$ cat config.mk
export PLATFORM = sky130hd
export DESIGN_NAME = hil_harness
export DESIGN_NICKNAME = d
export VERILOG_FILES = /design/src/rtl/hil_pkg.sv /design/src/rtl/hil_fifo.sv /design/src/rtl/hil_regs.sv /design/src/rtl/hil_sched.sv /design/src/rtl/hil_harness.sv
export SDC_FILE = /design/constraint.sdc
export NUM_CORES = 1
export LEC_CHECK = 0
export BUFFER_PORTS_ARGS = -buffer_cell sky130_fd_sc_hd__buf_2
export CELL_PAD_IN_SITES_DETAIL_PLACEMENT = 0
export CELL_PAD_IN_SITES_GLOBAL_PLACEMENT = 2
export CORE_ASPECT_RATIO = 1.1
export CORE_UTILIZATION = 46
export CTS_CLUSTER_DIAMETER = 150
export DETAILED_ROUTE_END_ITERATION = 8
export PLACE_DENSITY = 0.89
export SKIP_LAST_GASP = 1
export SYNTH_ARGS = -nofsm -noshare
export SYNTH_HDL_FRONTEND = slang
export SYNTH_SLANG_ARGS = --single-unit
$ cat constraint.sdc
create_clock -name clk -period 4.5 [get_ports clk]
set_clock_uncertainty 0.05 [all_clocks]
set_input_delay 0.45 -clock clk [delete_from_list [all_inputs] [get_ports clk]]
set_output_delay 0.45 -clock clk [all_outputs]
set_load 0.005 [all_outputs]
$ cat src/rtl/hil_pkg.sv
package hil_pkg;

    typedef enum logic {
        RUN_STEP = 1'b0,
        RUN_FREE = 1'b1
    } run_mode_e;

    localparam logic [1:0] ADR_MODE = 2'd0;
    localparam logic [1:0] ADR_CTRL = 2'd1;
    localparam logic [1:0] ADR_STAT = 2'd2;

endpackage

$ cat src/rtl/hil_fifo.sv
module hil_fifo #(
    parameter int W        = 16,
    parameter int DEPTH    = 16,
    parameter int AF_LEVEL = 14
) (
    input  logic         clk,
    input  logic         rst_n,
    input  logic         clear,
    input  logic         push,
    input  logic [W-1:0] wdata,
    input  logic         pop,
    output logic [W-1:0] rdata,
    output logic         empty,
    output logic         full,
    output logic         almost_full
);
    localparam int PTR_W = (DEPTH > 1) ? $clog2(DEPTH) : 1;
    localparam int CNT_W = $clog2(DEPTH + 1);
    localparam logic [PTR_W-1:0] LAST = PTR_W'(DEPTH - 1);

    typedef struct packed {
        logic [PTR_W-1:0] wptr;
        logic [PTR_W-1:0] rptr;
        logic [CNT_W-1:0] count;
    } fifo_st_t;

    fifo_st_t s_d, s_q;
    logic [W-1:0] mem [DEPTH];
    logic push_ok, pop_ok;

    assign empty       = (s_q.count == '0);
    assign full        = (s_q.count == CNT_W'(DEPTH));
    assign almost_full = (s_q.count >= CNT_W'(AF_LEVEL));
    assign push_ok     = push && !full && !clear;
    assign pop_ok      = pop && !empty && !clear;
    assign rdata       = mem[s_q.rptr];

    always_comb begin
        s_d = s_q;
        if (clear) begin
            s_d = '0;
        end else begin
            if (push_ok) s_d.wptr = (s_q.wptr == LAST) ? '0 : s_q.wptr + 1'b1;
            if (pop_ok)  s_d.rptr = (s_q.rptr == LAST) ? '0 : s_q.rptr + 1'b1;
            case ({push_ok, pop_ok})
                2'b10:   s_d.count = s_q.count + 1'b1;
                2'b01:   s_d.count = s_q.count - 1'b1;
                default: s_d.count = s_q.count;
            endcase
        end
    end

    always_ff @(posedge clk or negedge rst_n) begin
        if (!rst_n) s_q <= '0;
        else        s_q <= s_d;
    end

    always_ff @(posedge clk) begin
        if (push_ok) mem[s_q.wptr] <= wdata;
    end

endmodule

$ cat src/rtl/hil_regs.sv
module hil_regs
    import hil_pkg::*;
#(
    parameter int REG_W = 16
) (
    input  logic             clk,
    input  logic             rst_n,
    input  logic             reg_we,
    input  logic             reg_re,
    input  logic [1:0]       reg_addr,
    input  logic [REG_W-1:0] reg_wdata,
    input  logic [REG_W-1:0] status_in,
    output run_mode_e        mode,
    output logic [REG_W-1:0] ctrl,
    output logic             flush,
    output logic [REG_W-1:0] rdata
);
    typedef struct packed {
        run_mode_e        mode;
        logic [REG_W-1:0] ctrl;
        logic             flush;
        logic [REG_W-1:0] rdata;
    } reg_st_t;

    reg_st_t r_d, r_q;

    always_comb begin
        r_d       = r_q;
        r_d.flush = 1'b0;
        if (reg_we) begin
            case (reg_addr)
                ADR_MODE: begin
                    r_d.mode  = run_mode_e'(reg_wdata[0]);
                    r_d.flush = (reg_wdata[0] != r_q.mode);
                end
                ADR_CTRL: r_d.ctrl = reg_wdata;
                default:  ;
            endcase
        end
        if (reg_re) begin
            case (reg_addr)
                ADR_MODE: r_d.rdata = {{(REG_W-1){1'b0}}, r_q.mode};
                ADR_CTRL: r_d.rdata = r_q.ctrl;
                ADR_STAT: r_d.rdata = status_in;
                default:  r_d.rdata = '0;
            endcase
        end
    end

    always_ff @(posedge clk or negedge rst_n) begin
        if (!rst_n) r_q <= '{mode: RUN_STEP, ctrl: '0, flush: 1'b0, rdata: '0};
        else        r_q <= r_d;
    end

    assign mode  = r_q.mode;
    assign ctrl  = r_q.ctrl;
    assign flush = r_q.flush;
    assign rdata = r_q.rdata;

endmodule

$ cat src/rtl/hil_sched.sv
module hil_sched
    import hil_pkg::*;
#(
    parameter bit HAS_IN_READY  = 1'b1,
    parameter bit HAS_OUT_READY = 1'b1
) (
    input  run_mode_e mode,
    input  logic      flush,
    input  logic      in_empty,
    input  logic      out_full,
    input  logic      out_af,
    input  logic      dut_in_ready,
    input  logic      dut_out_valid,
    output logic      dut_ce,
    output logic      dut_in_valid,
    output logic      dut_out_ready,
    output logic      in_pop,
    output logic      out_push
);
    logic step_go, free_ce, in_ok, out_ok;

    always_comb begin
        step_go = !flush && !in_empty && !out_full;
        free_ce = !flush && (HAS_OUT_READY ? 1'b1 : !out_af);
        in_ok   = HAS_IN_READY ? dut_in_ready : 1'b1;
        out_ok  = !flush && !out_af;

        if (mode == RUN_STEP) begin
            dut_ce        = step_go;
            dut_in_valid  = step_go;
            dut_out_ready = step_go;
            in_pop        = step_go;
            out_push      = step_go;
        end else begin
            dut_ce        = free_ce;
            dut_in_valid  = free_ce && !in_empty && in_ok;
            dut_out_ready = out_ok;
            in_pop        = free_ce && !in_empty && in_ok;
            out_push      = free_ce && dut_out_valid && !out_full &&
                            (HAS_OUT_READY ? out_ok : 1'b1);
        end
    end

endmodule

$ cat src/rtl/hil_harness.sv
module hil_harness
    import hil_pkg::*;
#(
    parameter int NUM_IN        = 2,
    parameter int IN_W          = 8,
    parameter int NUM_OUT       = 2,
    parameter int OUT_W         = 8,
    parameter int REG_W         = 16,
    parameter int FIFO_DEPTH    = 16,
    parameter int AF_MARGIN     = 2,
    parameter bit HAS_IN_READY  = 1'b1,
    parameter bit HAS_OUT_READY = 1'b1
) (
    input  logic                     clk,
    input  logic                     rst_n,
    input  logic                     h_in_valid,
    output logic                     h_in_ready,
    input  logic [NUM_IN*IN_W-1:0]   h_in_data,
    output logic                     h_out_valid,
    input  logic                     h_out_ready,
    output logic [NUM_OUT*OUT_W-1:0] h_out_data,
    input  logic                     reg_we,
    input  logic                     reg_re,
    input  logic [1:0]               reg_addr,
    input  logic [REG_W-1:0]         reg_wdata,
    output logic [REG_W-1:0]         reg_rdata,
    output logic                     dut_ce,
    output logic                     dut_in_valid,
    input  logic                     dut_in_ready,
    output logic [NUM_IN*IN_W-1:0]   dut_in_data,
    input  logic                     dut_out_valid,
    output logic                     dut_out_ready,
    input  logic [NUM_OUT*OUT_W-1:0] dut_out_data,
    output logic [REG_W-1:0]         dut_ctrl,
    input  logic [REG_W-1:0]         dut_status
);
    localparam int IW       = NUM_IN * IN_W;
    localparam int OW       = NUM_OUT * OUT_W;
    localparam int AF_LEVEL = FIFO_DEPTH - AF_MARGIN;

    run_mode_e mode_w;
    logic      flush_w;
    logic      in_empty, in_full, in_af, in_pop;
    logic      out_empty, out_full, out_af, out_push;

    hil_regs #(.REG_W(REG_W)) u_regs (
        .clk       (clk),
        .rst_n     (rst_n),
        .reg_we    (reg_we),
        .reg_re    (reg_re),
        .reg_addr  (reg_addr),
        .reg_wdata (reg_wdata),
        .status_in (dut_status),
        .mode      (mode_w),
        .ctrl      (dut_ctrl),
        .flush     (flush_w),
        .rdata     (reg_rdata)
    );

    assign h_in_ready  = !in_full && !flush_w;
    assign h_out_valid = !out_empty && !flush_w;

    hil_fifo #(.W(IW), .DEPTH(FIFO_DEPTH), .AF_LEVEL(AF_LEVEL)) u_in_q (
        .clk         (clk),
        .rst_n       (rst_n),
        .clear       (flush_w),
        .push        (h_in_valid && h_in_ready),
        .wdata       (h_in_data),
        .pop         (in_pop),
        .rdata       (dut_in_data),
        .empty       (in_empty),
        .full        (in_full),
        .almost_full (in_af)
    );

    hil_fifo #(.W(OW), .DEPTH(FIFO_DEPTH), .AF_LEVEL(AF_LEVEL)) u_out_q (
        .clk         (clk),
        .rst_n       (rst_n),
        .clear       (flush_w),
        .push        (out_push),
        .wdata       (dut_out_data),
        .pop         (h_out_valid && h_out_ready),
        .rdata       (h_out_data),
        .empty       (out_empty),
        .full        (out_full),
        .almost_full (out_af)
    );

    hil_sched #(.HAS_IN_READY(HAS_IN_READY), .HAS_OUT_READY(HAS_OUT_READY)) u_sched (
        .mode          (mode_w),
        .flush         (flush_w),
        .in_empty      (in_empty),
        .out_full      (out_full),
        .out_af        (out_af),
        .dut_in_ready  (dut_in_ready),
        .dut_out_valid (dut_out_valid),
        .dut_ce        (dut_ce),
        .dut_in_valid  (dut_in_valid),
        .dut_out_ready (dut_out_ready),
        .in_pop        (in_pop),
        .out_push      (out_push)
    );

    logic unused_w;
    assign unused_w = in_af;

endmodule

* Word-level counts from Yosys, hierarchy flattened *
Memory sizes are Yosys's and may differ from the RTL's.
Index checks and enable logic that the tools add are counted.

operators by class
  reduce and logical (&&, ||, !) cells = 36
  order comparisons = 1
  equal/unequal tests = 13
  muxes and demuxes = 23
  add/subtract/negate cells = 8

operators with widths
  kind                                                                                 number
  16-bit case mux with 3 select lines                                                  1
  4-bit 2-to-1 mux                                                                     8
  13-bit 2-to-1 mux                                                                    2
  5-bit case mux with 2 select lines                                                   2
  1-bit logical AND                                                                    19
  4-bit by 1-bit adder with 4-bit output, second input constant                        4
  4-bit equality test, second input constant                                           4
  5-bit by 1-bit adder with 5-bit output, second input constant                        2
  5-bit equality test, second input constant                                           2
  5-bit zero test                                                                      2
  1-bit 2-to-1 mux                                                                     10
  5-bit by 1-bit subtractor with 5-bit output, second input constant                   2
  2-bit nonzero test                                                                   4
  2-bit by 1-bit equality test with 1-bit output, second input constant                3
  2-bit equality test, second input constant                                           3
  1-bit zero test                                                                      6
  3-bit nonzero test                                                                   2
  5-bit by 4-bit greater-or-equal comparator with 1-bit output, second input constant  1
  2-bit AND reduction                                                                  2
  2-bit zero test                                                                      1
  1-bit != test                                                                        1

word-level totals
  bits in registers = 60
  bits of input ports = 74
  output and inout port bits = 69
  memories kept = 2
  logic and storage cells = 93
  bits in writable memories = 512

memory list
  memory       depth  bits a word  read ports  clocked after memory_dff  wr ports  line            RTL
  u_in_q.mem   16     16           1           0                         1         hil_fifo.sv:28  logic [W-1:0] mem [DEPTH];
  u_out_q.mem  16     16           1           0                         1         hil_fifo.sv:28

* Longest topological paths before layout *
  depth in word-level cells = 10
  mapped depth = 12
  mapped depth without buffers = 10

* Cells and area by module *
Synthesis repeated with hierarchy kept, for this count alone.

second synthesis, totals
  cells, all modules = 1196
  area, all modules = 23037.1 µm²

by module, submodules not included
  module               area an instance (µm²)  instances  cells an instance
  hil_fifo at u_out_q  10795.4                 1          586
  hil_fifo at u_in_q   10687.8                 1          482
  hil_regs             1453.9                  1          112
  hil_sched            77.6                    1          12
  hil_harness          22.5                    1          4

* Worst setup path before layout *
Ideal clock, no wire load.

  path kind = flip-flop to flip-flop
  from = reg u_out_q.s_q[4] in the netlist's numbering
  to = mem u_out_q.mem[1][0], enable pin
  slack = 1094 ps
  arrival time = 2920 ps
  cell stages (with the launch flop) = 7
  data required time = 4014 ps
  path through = dfrtp_1 clkbuf_1 nor2_1 nand4_1 nand2_1 nand2_1 nor4b_1

on the way
  cells in the longest elaborated chain, start to end = 9

ends and longest elaborated chain
  what                                                                                                        line                              RTL
  from (decl)                                                                                                 hil_fifo.sv:27                    fifo_st_t s_d, s_q;
  from (signal assigned)                                                                                      hil_fifo.sv:54                    if (!rst_n) s_q <= '0;
  from (signal assigned)                                                                                      hil_fifo.sv:55                    else s_q <= s_d;
  5-bit by 4-bit greater-or-equal comparator with 1-bit output / 5-bit equality test (equally long branches)  hil_fifo.sv:33, hil_fifo.sv:32
  1-bit zero test (on tied branches)                                                                          --
  1-bit logical AND (on tied branches)                                                                        hil_sched.sv:26, hil_sched.sv:39
  1-bit logical AND                                                                                           hil_sched.sv:39                   out_push = free_ce && dut_out_valid && !out_full &&
  1-bit 2-to-1 mux                                                                                            hil_sched.sv:28                   if (mode == RUN_STEP) begin
  1-bit logical AND * (2 in a row)                                                                            hil_fifo.sv:34                    assign push_ok = push && !full && !clear;
  1-bit 2-to-1 mux *                                                                                          hil_fifo.sv:59                    if (push_ok) mem[s_q.wptr] <= wdata;
  1-bit 2-to-1 mux (not written as such) *                                                                    hil_fifo.sv:59
  to (decl)                                                                                                   hil_fifo.sv:28

Every way passes the cells marked *; elsewhere a longest branch is shown, timed or not.

* Final worst setup path *
  from = reg u_in_q.s_q[0] in the netlist's numbering
  to = reg u_out_q.s_q[4] in the netlist's numbering

on the way
  cells in the longest elaborated chain, start to end = 10

ends and longest elaborated chain
  what                                                                                          line             RTL
  from (decl)                                                                                   hil_fifo.sv:27
  from (signal assigned)                                                                        hil_fifo.sv:54
  from (signal assigned)                                                                        hil_fifo.sv:55
  5-bit zero test *                                                                             hil_fifo.sv:31   assign empty = (s_q.count == '0);
  1-bit zero test *                                                                             hil_sched.sv:23  step_go = !flush && !in_empty && !out_full;
  1-bit logical AND * (2 in a row)                                                              hil_sched.sv:23
  1-bit 2-to-1 mux *                                                                            hil_sched.sv:28
  1-bit logical AND * (2 in a row)                                                              hil_fifo.sv:34
  2-bit by 1-bit equality test with 1-bit output / 2-bit equality test (equally long branches)  hil_fifo.sv:45   case ({push_ok, pop_ok})
  5-bit case mux with 2 select lines                                                            hil_fifo.sv:45
  13-bit 2-to-1 mux                                                                             hil_fifo.sv:40   if (clear) begin

Marks and branches as above.
A chain may end at the register's enable or synchronous reset.

==> results.py <==
metrics = {
    "yosys": {
        "synth-async-reset-ratio_pct": 10.49,
        "synth_ff_type": "edfxtp_1",
        "synth_top_area_share_pct": 66.99,
        "synth_edf_count": 512,
        "yosysMostFrequentCell": "edfxtp_1",
        "synth_nets": 1334,
        "synth-seq-area-share_pct": 73.53,
        "ys_ff_latch": 572,
        "syn_area_um2": 22950,
        "ys_types": 61,
        "synthTopCellsByCount": "512 x edfxtp_1, 97 x mux4_2, 83 x mux2i_1, 60 x dfrtp_1",
        "yosysWarnings": 0,
        "postSynthAreaPerCell_um2": 18.48,
        "synth_top_area_cell": "edfxtp_1",
        "synth_area_leaders": "edfxtp_1 67%, mux4_2 9.5%, dfrtp_1 6.5%, mux2i_1 3.6%, a221oi_1 1.2%",
        "netlist_instances": 1242,
    },
    "routing": {
        "dr.pass1.iters": 5,
        "avgRoutedWirePerCell_um": 22.63,
        "num_vias": 12080,
        "final_antenna_net_count": 0,
        "drt-total-wl_um": 47900,
        "drtIter0Drc": 862,
        "vias_per_cell": 5.705,
        "drc": 0,
    },
    "timing": {
        "finalSetupTns_ns": 0,
        "fmax_ghz": 0.2855,
        "period_needed_ns": 3.502,
        "setup_viol": 0,
        "worst_pin_slew_ns": 1.186,
        "hold_viol": 0,
        "slew_violations": 0,
        "slew_headroom_pct": 20.79,
        "rsz0062_at_grt": "no",
        "fin_crit_sh_pct": 77.83,
    },
    "setup_path": {
        "reg2reg_from": "u_in_q.s_q[0]",
        "criticalPathCategory": "flop to flop",
        "crit_path_max_fanout": 12,
        "r2r_slack_ns": 1.0,
        "worst_setup_path_end_kind": "flop",
        "worst_setup_path_start_kind": "flop",
        "cp-endpoint": "u_out_q.s_q[4]",
        "crit_arrival_ns": 3.91,
        "cp.required_ns": 4.91,
        "r2r-end": "u_out_q.s_q[4]",
        "startpoint": "u_in_q.s_q[0]",
        "rr_worst_depth": 11,
    },
    "clock_network": {
        "h-tree-depth": 2,
        "tritoncts": "built",
        "clock_latency_ns": 0.61,
        "ctsResizeCount": 0,
        "clkTransAtPathRegs_ns": 0.06,
        "root_buffer": "clkbuf_16",
        "post_cts_buffers": 0,
        "cts_sinks": 572,
        "cts_buffers": 54,
        "clk_path_buf_depth": 3,
    },
    "floorplanning": {
        "core.rowCount": 85,
        "boundaryPins": 143,
        "die_area_um2": 50790,
        "core_area_um2": 49130,
        "die_x_um": 215.0,
        "die_h_um": 236.3,
        "initial_core_util_pct": 46.71,
    },
    "final_layout": {
        "area.growth.synth_to_final_pct": 15.10,
        "layout.nets": 1515,
        "drive_gt1_share_pct": 27.65,
        "num_antenna_cells": 0,
        "fin_area_um2": 26420,
    },
    "grt": {
        "grt_pass1_wl_um": 72740,
        "grt_usage_pct": 19.01,
        "grt_max_degree": 61,
        "grt_pass1_vias": 12180,
        "antenna_found_initial": 1,
        "grt-ovfl-total": 0,
    },
    "status": {
        "status": "completed",
    },
    "place": {
        "place_congestion": 0.7614,
        "dp_hpwl_um": 27850,
        "post_dp_cell_area_um2": 24660,
        "numPortBuffers": 142,
    },
    "run": {
        "cap_violations": 0,
    },
    "power": {
        "p_leak_uw": 0.009062,
        "worst_ir_drop_vdd_v": 0.0004186,
        "pwr_density_cell_nw_per_um2": 598.5,
    },
    "worst_hold_path": {
        "min_path_type": "input port to flop",
    },
}
-- cell families after synthesis --
kind of cell | synth area share [%]
adder cells (fa/ha/maj) | 1.047
AO/OA/AOI/OAI | 5.517
AND/OR/NAND/NOR | 3.947
flip-flops | 73.53
buffers and inverters | 1.445
multiplexers | 14.02
XOR/XNOR | 0.4907
-- metal layers --
layer | GRT usage [%] | routed length [um] | vias to the layer above | part of all wire (%)
li1 | - | - | 5412 | -
met1 | 24.45 | 19420 | 6299 | 41
met2 | 33.34 | 25210 | 289 | 53
met3 | 3.056 | 2285 | 76 | 4.8
met4 | 5.416 | 967 | 2 | 2.0
met5 | 0 | 13 | - | 0.027
-- registers in the layout, indices dropped and copies added, names as in the netlist --
name	flops
u_in_q.mem	256
u_out_q.mem	256
u_regs.ctrl	16
u_regs.rdata	16
u_in_q.s_q	13
u_out_q.s_q	13
u_regs.flush	1
u_regs.mode	1
-- worst min path at each step --
stage,startpoint,to,slack [ns],depth (start not counted)
global route,reg_wdata[6],u_regs.ctrl[6],0.01,2
global placement,u_regs.rdata[8],u_regs.rdata[8],0.45,2
CTS,reg_wdata[1],u_regs.ctrl[1],0.0002,2
finish,reg_wdata[1],u_regs.ctrl[1],0.04,2
detailed placement,u_regs.rdata[10],u_regs.rdata[10],0.46,2
floorplan,rst_n,u_in_q.s_q[0],0.10,0
-- worst max-delay path, cell delays in order (launching register included) --
cell and delay, ns:
dfrtp_1 0.45, or4_1 0.58, o21ai_1 0.35, a21oi_1 0.13, buf_4 0.20, nor2_1 0.26, ha_1 0.34, a21o_1 0.19
a21oi_1 0.34, a211oi_1 0.10, nor4_1 0.26, o2bb2ai_1 0.11
-- power by group --
part / internal (uW) / switching (uW) / total (uW)
clock: 2440 / 1900 / 4340
sequential: 6420 / 601 / 7030
combinational: 2130 / 2310 / 4450
total: 11000 / 4810 / 15800
-- what timing repair did --
item / CTS / global route
endpoints found under the hold margin: 65 / 0
setup endpoints to repair: 0 / 0
hold buffers: 6 / 0
-- cell usage in the layout, fill, tap and decap left out, types with 32 or more instances in the layout --
cell / netlist / routed
mux4_2: 97 / 97
edfxtp_1: 512 / 512
buf_4: 0 / 48
nand2_1: 38 / 38
clkbuf_16: 0 / 54
a22oi_1: 32 / 32
a221oi_1: 32 / 32
buf_2: 10 / 142
mux2i_1: 83 / 83
nor2_1: 50 / 48
dfrtp_1: 60 / 56
a21oi_1: 48 / 48
-- final cells by class --
class	count	area, um2
flip-flops and latches	572	16890
inverters	10	37.54
repair buffers	198	1171
multi-input cells	587	5813
fillers	3857	22720
clock buffers	65	1393
well taps	652	815.8
clock inverters	33	299.0
-- through the flow --
| stage | power [uW] | hold slack [ns] | cells | worst slack [ns] | util (%) |
|---|---|---|---|---|---|
| after CTS | 15990 | 0.0001619 | 2117 | 0.9569 | 53.76 |
| final | 15810 | 0.03960 | 2117 | 0.9976 | 53.76 |
| after global placement | 11530 | 0.4546 | 2013 | 1.152 | 50.20 |
| after detailed placement | 11630 | 0.4632 | 2013 | 1.062 | 50.20 |
| after global routing | 16580 | 0.01295 | 2117 | 0.7826 | 53.76 |
| after floorplan | 10030 | 0.1044 | 1242 | 1.094 | - |
(Power assumes the default switching activity.)
